### src/rtl/sfe_pkg.sv
package sfe_pkg;

    localparam int unsigned BYTE_W = 8;
    localparam int unsigned BIT_W  = $clog2(BYTE_W);

    localparam logic [BYTE_W-1:0] OPC_RD_LEGACY = 8'hE8;
    localparam logic [BYTE_W-1:0] OPC_RD_FAST   = 8'h0B;

    typedef enum logic [2:0] {
        ST_IDLE,
        ST_OPC,
        ST_ADDR,
        ST_DUMMY,
        ST_DATA,
        ST_DROP
    } sfe_state_e;

    typedef struct packed {
        logic rise;   // serial clock rising, select low
        logic fall;   // serial clock falling, select low
        logic start;  // select just went low
    } sfe_evt_t;

    function automatic logic is_read_op(input logic [BYTE_W-1:0] op);
        return (op == OPC_RD_LEGACY) || (op == OPC_RD_FAST);
    endfunction

endpackage

### src/rtl/sfe_edge.sv
module sfe_edge #(
    parameter int unsigned N = 2,
    parameter logic [N-1:0] RST_LVL = '0
) (
    input  logic         clk,
    input  logic         rst,
    input  logic [N-1:0] lvl,
    output logic [N-1:0] rise,
    output logic [N-1:0] fall
);
    logic [N-1:0] lvl_q;

    always_ff @(posedge clk) begin
        if (rst) lvl_q <= RST_LVL;
        else     lvl_q <= lvl;
    end

    for (genvar g = 0; g < N; g++) begin : g_edge
        assign rise[g] =  lvl[g] & ~lvl_q[g];
        assign fall[g] = ~lvl[g] &  lvl_q[g];
    end
endmodule

### src/rtl/sfe_seq.sv
module sfe_seq
    import sfe_pkg::*;
#(
    parameter int unsigned ADDR_BYTES   = 3,
    parameter int unsigned LEGACY_DUMMY = 4,
    parameter int unsigned FAST_DUMMY   = 1,
    localparam int unsigned ADDR_W = ADDR_BYTES * BYTE_W,
    localparam int unsigned ABC_W  = $clog2(ADDR_BYTES + 1),
    localparam int unsigned MAXD   = (LEGACY_DUMMY > FAST_DUMMY) ? LEGACY_DUMMY : FAST_DUMMY,
    localparam int unsigned DUM_W  = $clog2(MAXD + 1)
) (
    input  logic              clk,
    input  logic              rst,
    input  logic              cs_n,
    input  logic              sdi,
    input  sfe_evt_t          evt,
    output sfe_state_e        state,
    output logic              cmd_valid,
    output logic [BYTE_W-1:0] cmd_code,
    output logic [ADDR_W-1:0] addr,
    output logic              addr_valid,
    output logic              rd_req,
    output logic              load,
    output logic              bad_cmd
);
    logic [BIT_W-1:0]  bit_cnt;
    logic [ABC_W-1:0]  byte_cnt;
    logic [DUM_W-1:0]  dummy_left;
    logic [BYTE_W-1:0] opc_sr;
    logic [BYTE_W-1:0] opc_next;
    logic              last_bit;
    logic              first_bit;

    assign opc_next  = {opc_sr[BYTE_W-2:0], sdi};
    assign last_bit  = (bit_cnt == BIT_W'(BYTE_W - 1));
    assign first_bit = (bit_cnt == '0);

    always_ff @(posedge clk) begin
        if (rst) begin
            state      <= ST_IDLE;
            bit_cnt    <= '0;
            byte_cnt   <= '0;
            dummy_left <= '0;
            opc_sr     <= '0;
            cmd_valid  <= 1'b0;
            cmd_code   <= '0;
            addr       <= '0;
            addr_valid <= 1'b0;
            rd_req     <= 1'b0;
            load       <= 1'b0;
            bad_cmd    <= 1'b0;
        end else begin
            cmd_valid <= 1'b0;
            rd_req    <= 1'b0;
            load      <= 1'b0;
            if (cs_n) begin
                state   <= ST_IDLE;
                bad_cmd <= 1'b0;
            end else if (evt.start) begin
                state      <= ST_OPC;
                bit_cnt    <= '0;
                byte_cnt   <= '0;
                addr_valid <= 1'b0;
            end else if (evt.rise) begin
                unique case (state)
                    ST_OPC: begin
                        opc_sr  <= opc_next;
                        bit_cnt <= bit_cnt + 1'b1;
                        if (last_bit) begin
                            if (is_read_op(opc_next)) begin
                                cmd_valid <= 1'b1;
                                cmd_code  <= opc_next;
                                state     <= ST_ADDR;
                                dummy_left <= (opc_next == OPC_RD_LEGACY)
                                            ? DUM_W'(LEGACY_DUMMY - 1)
                                            : DUM_W'(FAST_DUMMY - 1);
                            end else begin
                                bad_cmd <= 1'b1;
                                state   <= ST_DROP;
                            end
                        end
                    end
                    ST_ADDR: begin
                        addr    <= {addr[ADDR_W-2:0], sdi};
                        bit_cnt <= bit_cnt + 1'b1;
                        if (last_bit) begin
                            if (byte_cnt == ABC_W'(ADDR_BYTES - 1)) begin
                                addr_valid <= 1'b1;
                                state      <= ST_DUMMY;
                            end else begin
                                byte_cnt <= byte_cnt + 1'b1;
                            end
                        end
                    end
                    ST_DUMMY: begin
                        bit_cnt <= bit_cnt + 1'b1;
                        if (first_bit && dummy_left == '0) rd_req <= 1'b1;
                        if (last_bit) begin
                            if (dummy_left == '0) begin
                                load  <= 1'b1;
                                state <= ST_DATA;
                            end else begin
                                dummy_left <= dummy_left - 1'b1;
                            end
                        end
                    end
                    ST_DATA: begin
                        bit_cnt <= bit_cnt + 1'b1;
                        if (first_bit) rd_req <= 1'b1;
                        if (last_bit)  load   <= 1'b1;
                    end
                    default: ;
                endcase
            end
        end
    end
endmodule

### src/rtl/sfe_shift_out.sv
module sfe_shift_out
    import sfe_pkg::*;
(
    input  logic              clk,
    input  logic              rst,
    input  logic              active,
    input  logic              load,
    input  logic              fall,
    input  logic [BYTE_W-1:0] rd_data,
    output logic              sdo_bit
);
    logic [BYTE_W-1:0] out_sr;

    always_ff @(posedge clk) begin
        if (rst) begin
            out_sr  <= '0;
            sdo_bit <= 1'b0;
        end else if (load) begin
            out_sr <= rd_data;
        end else if (active && fall) begin
            sdo_bit <= out_sr[BYTE_W-1];
            out_sr  <= {out_sr[BYTE_W-2:0], 1'b0};
        end
    end
endmodule

### src/rtl/sfe_cmd_front.sv
module sfe_cmd_front
    import sfe_pkg::*;
#(
    parameter int unsigned ADDR_BYTES   = 3,
    parameter int unsigned LEGACY_DUMMY = 4,
    parameter int unsigned FAST_DUMMY   = 1
) (
    input  logic                         clk,
    input  logic                         rst,
    input  logic                         sck,
    input  logic                         cs_n,
    input  logic                         sdi,
    input  logic [7:0]                   rd_data,
    output logic                         sdo,
    output logic                         sdo_en,
    output logic                         cmd_valid,
    output logic [7:0]                   cmd_code,
    output logic [ADDR_BYTES*8-1:0]      addr,
    output logic                         addr_valid,
    output logic                         rd_req,
    output logic                         bad_cmd
);
    logic [1:0] lvl_rise, lvl_fall;
    sfe_evt_t   evt;
    sfe_state_e state;
    logic       load;
    logic       sdo_bit;

    sfe_edge #(.N(2), .RST_LVL(2'b10)) i_edge (
        .clk  (clk),
        .rst  (rst),
        .lvl  ({cs_n, sck}),
        .rise (lvl_rise),
        .fall (lvl_fall)
    );

    assign evt.rise  = lvl_rise[0] & ~cs_n;
    assign evt.fall  = lvl_fall[0] & ~cs_n;
    assign evt.start = lvl_fall[1];

    sfe_seq #(
        .ADDR_BYTES   (ADDR_BYTES),
        .LEGACY_DUMMY (LEGACY_DUMMY),
        .FAST_DUMMY   (FAST_DUMMY)
    ) i_seq (
        .clk        (clk),
        .rst        (rst),
        .cs_n       (cs_n),
        .sdi        (sdi),
        .evt        (evt),
        .state      (state),
        .cmd_valid  (cmd_valid),
        .cmd_code   (cmd_code),
        .addr       (addr),
        .addr_valid (addr_valid),
        .rd_req     (rd_req),
        .load       (load),
        .bad_cmd    (bad_cmd)
    );

    sfe_shift_out i_out (
        .clk     (clk),
        .rst     (rst),
        .active  (state == ST_DATA),
        .load    (load),
        .fall    (evt.fall),
        .rd_data (rd_data),
        .sdo_bit (sdo_bit)
    );

    assign sdo_en = (state == ST_DATA);
    assign sdo    = sdo_en & sdo_bit;
endmodule

### config.mk
export PLATFORM = sky130hd
export DESIGN_NAME = sfe_cmd_front
export DESIGN_NICKNAME = d
export VERILOG_FILES = /design/src/rtl/sfe_pkg.sv /design/src/rtl/sfe_edge.sv /design/src/rtl/sfe_seq.sv /design/src/rtl/sfe_shift_out.sv /design/src/rtl/sfe_cmd_front.sv
export SDC_FILE = /design/constraint.sdc
export NUM_CORES = 1
export LEC_CHECK = 0
export BUFFER_PORTS_ARGS = -buffer_cell sky130_fd_sc_hd__buf_4
export CAP_MARGIN = 20
export CORE_MARGIN = 2
export CORE_UTILIZATION = 25
export CTS_CLUSTER_DIAMETER = 80
export DETAILED_ROUTE_END_ITERATION = 7
export PLACE_DENSITY = 0.51
export SLEW_MARGIN = 10
export SYNTH_ARGS = -nofsm -noshare
export SYNTH_HDL_FRONTEND = slang
export SYNTH_SLANG_ARGS = --single-unit
### constraint.sdc
create_clock -name clk -period 1.7 [get_ports clk]
set_clock_uncertainty 0.05 [all_clocks]
set_input_delay 0 -clock clk [delete_from_list [all_inputs] [get_ports clk]]
set_output_delay 0 -clock clk [all_outputs]
set_load 0.005 [all_outputs]
==> results.py <==
metrics = {
    "run_status": {
        "status": "complete, but fails checks",
        "violations": "setup timing",
    },
    "floorplan": {
        "die-area_mm2": 0.01212,
        "core-area_mm2": 0.01089,
        "ioPinCount": 51,
        "die-height_um": 110.1,
        "rows": 38,
        "start_util_pct": 25.83,
        "die_x_um": 110.1,
    },
    "setup_path": {
        "end_kind": "flop",
        "worstSetupStartpointType": "flop",
        "ff2ff_path_depth": 7,
        "rr_startpoint": "i_edge.lvl_q[0]$_SDFF_PP0_",
        "crit_buf_inv": 3,
        "cpLargestDelayFamily": "simple AND/OR/NAND/NOR gates",
        "slowest_stage": "or3b_4",
        "cp.required_ps": 1930,
        "cp_cell_sequence": "or3b_4, buf_6, nor4_4, buf_6, clkbuf_16, nand2_4, a21oi_2",
        "path_max_fanout": 6,
        "worstPathArrival_ps": 1960,
        "path_common_cell": "buf_6",
        "endpoint": "i_seq.addr[21]$_SDFFE_PP0P_",
        "r2r-end": "i_seq.addr[21]$_SDFFE_PP0P_",
        "path_depth": 7,
        "crit_type": "reg2reg",
        "rrSetupSlack_ps": -40,
        "startpoint": "i_edge.lvl_q[0]$_SDFF_PP0_",
        "critPathMaxStageDelay_ps": 410,
    },
    "layout": {
        "layout.cells.non_filler": 558,
        "nNetsFinal": 432,
        "fill_cells": 1119,
        "syn2layout_area_growth_pct": 45.91,
        "n_antenna_cell": 0,
        "final_area_mm2": 0.004104,
        "drive_gt1_share_pct": 36.60,
    },
    "clock_tree": {
        "htreeDepth": 3,
        "clk_pin_slew_ps": 70,
        "cts-root-buf": "clkbuf_8",
        "clock_latency_ps": 340,
        "cts_made_buffers": 9,
        "clockBufferDepth": 2,
        "clock-sinks": 66,
        "cts_tree": "built",
    },
    "logic_synthesis": {
        "synth_area_mm2": 0.002813,
        "synthXorXnorAreaFrac_pct": 0.9342,
        "yosysUniqueCellTypes": 42,
        "synth-edff-count": 0,
        "synth_top_family_by_area": "simple AND/OR/NAND/NOR gates",
        "ys_ff_latch": 66,
        "muxShareOfSynthArea_pct": 9.609,
        "synth-main-ff-cell": "dfxtp_1",
        "yosys.area_share.simple_pct": 23.93,
        "synthCells": 322,
        "synth_fa_ha_area_share_pct": 2.669,
        "synth_warnings": 0,
        "syn-num-nets": 341,
        "synth_area_per_cell_um2": 8.735,
        "synthArstFlopShare_pct": 0,
        "yosysSeqAreaShare_pct": 46.98,
        "synth_compound_area_share_pct": 11.70,
    },
    "sta": {
        "finalMaxSlewViolations": 0,
        "slew_headroom_pct": 66.24,
        "finalSetupViolCount": 20,
        "hold_viol": 0,
        "fin_crit_sh_pct": 102.2,
        "final.min_clock_period_ps": 1738,
        "fmax_mhz": 575.5,
        "rsz0062_at_grt": "yes",
        "max_slew.worst_pin.slew_ps": 505.7,
        "setup_tns_ps": -470.9,
        "finalWorstSetupSlack_ps": -37.55,
    },
    "place": {
        "placedCellCount": 525,
        "dpl_cell_area_mm2": 0.003572,
        "place_congestion": 0.7720,
        "port-buffer-count": 50,
        "dp_hpwl_um": 4639,
    },
    "power_and_ir_drop": {
        "vdd_ir_drop_max_mv": 0.2604,
        "p_per_area_mw_per_mm2": 697.5,
        "p_leak_nw": 1.596,
    },
    "drt": {
        "vias_per_cell": 4.427,
        "dr.pass1.iters": 4,
        "routedWlPerCell_um": 12.68,
        "first_iter_violations": 87,
        "drt_drc_violations_left": 0,
        "finalWirelength_um": 7076,
        "dr_total_vias": 2470,
        "drtAntennaViolNets": 0,
    },
    "grt": {
        "grt_pass1_vias": 2309,
        "grt_overflow": 0,
        "antenna_found_initial": 0,
        "grt_max_degree": 30,
        "track_usage_pct": 11.50,
        "grt_pass1_wl_um": 10670,
    },
    "flow_run": {
        "max_cap_viol_count": 0,
    },
    "min_path": {
        "min_path_type": "in2reg",
    },
}
==> power by group <==
group          switching [W]  internal, W  total, W
Sequential        0.00000446      0.00155   0.00155
Combinational      0.0000709    0.0000679  0.000139
Clock               0.000609     0.000561   0.00117
==> cell usage after synthesis (all sizes together), types with 3 or more instances <==
library cell	instances	area, um2
nand2	69	261.5
nand3b	3	22.52
inv	11	41.29
nand2b	4	25.02
nand4	3	18.77
nor3b	5	47.54
dfxtp	66	1321
nand3	10	50.05
clkbuf	11	41.29
mux2i	18	180.2
a21oi	40	204.0
buf	7	35.03
ha	6	75.07
o21ai	4	20.01
nor2	33	126.4
mux2	8	90.09
==> worst register-to-register path, delay by kind of cell (launching register included) <==
family,cells,cell delay (ps)
flip-flops,1,360
AND/OR/NAND/NOR,3,670
buffers and inverters,3,480
AO/OA/AOI/OAI,1,130
==> how the worst min path moves through the flow <==
stage	start	end	slack, ps	depth (start not counted)
after detailed placement	rd_data[2]	i_out.out_sr[2]$_SDFFE_PP0P_	190	3
after floorplan	sck	i_edge.lvl_q[0]$_SDFF_PP0_	80	1
after global routing	cs_n	i_seq.load$_SDFF_PP0_	70	5
after CTS	cs_n	i_seq.load$_SDFF_PP0_	50	5
after global placement	rd_data[4]	i_out.out_sr[4]$_SDFFE_PP0P_	190	3
final	cs_n	i_seq.bad_cmd$_SDFFE_PP0P_	80	6
==> per-stage QoR <==
stage	setup WS (ps)	hold WS [ps]	power (W)	utilization (%)
detailed placement	-64.78	195.0	0.001694	32.81
finish	-37.55	78.49	0.002862	37.69
CTS	11.39	52.59	0.002913	35.91
floorplan	13.35	78.18	0.001641	-
global placement	-6.474	187.4	0.001693	32.81
global route	-102.1	73.83	0.002988	37.69
==> registers in the layout (all words and copies together) (netlist names) <==
register          cells
i_edge.lvl_q          2
i_out.out_sr          8
i_out.sdo_bit         1
i_seq.addr           24
i_seq.addr_valid      1
i_seq.bad_cmd         1
i_seq.bit_cnt         3
i_seq.byte_cnt        2
i_seq.cmd_code        8
i_seq.cmd_valid       1
i_seq.dummy_left      3
i_seq.load            1
i_seq.opc_sr          7
i_seq.rd_req          1
i_seq.state           3
==> per-layer routing <==
metal / vias up / routed length, um / global-route usage [%] / part of all wire [%]
li1: 1266 / - / - / -
met1: 1158 / 3128 / 13.80 / 44
met3: 7 / 254 / 3.410 / 3.6
met5: - / 0 / 0 / 0
met2: 39 / 3625 / 19.06 / 51
met4: 0 / 68 / 4.882 / 0.96
==> cell families after synthesis <==
logic type / after synthesis
XOR/XNOR: 3
multiplexers: 26
adder cells (fa/ha/maj): 6
buffers and inverters: 29
flip-flops: 66
AO/OA/AOI/OAI: 52
AND/OR/NAND/NOR: 140
==> placed cells by master (no fill, tap or decap), types with 3 or more instances in the layout <==
cell type / n
buf_4: 76
dfxtp_1: 62
nand2_1: 60
nor2_1: 31
a21oi_1: 30
mux2i_1: 18
dlygate4sd3_1: 13
inv_1: 10
a21oi_2: 10
clkbuf_8: 10
nand3_1: 9
mux2_2: 8
nand2_2: 7
buf_6: 5
nand2b_1: 4
nand3b_1: 3
nand4_1: 3
ha_1: 3
clkinv_2: 3
dfxtp_2: 3
==> repair_timing <==
action,CTS,global route
resized for setup,7,34
buffers inserted,1,1
gates cloned,0,2
pin swaps,6,5
hold buffers,13,0
endpoints found under the setup margin,10,46
hold endpoints to repair,27,0
==> layout make-up <==
| class | count | area, um2 | area share, % |
|---|---|---|---|
| clock buffers | 11 | 141.4 | 3.445 |
| clock inverters | 5 | 30.03 | 0.7317 |
| inverters | 11 | 41.29 | 1.006 |
| multi-input cells | 227 | 1540 | 37.53 |
| flip-flops and latches | 66 | 1329 | 32.38 |
| well taps | 140 | 175.2 | 4.268 |
| repair buffers | 98 | 847.1 | 20.64 |
(Power assumes the default switching activity.)
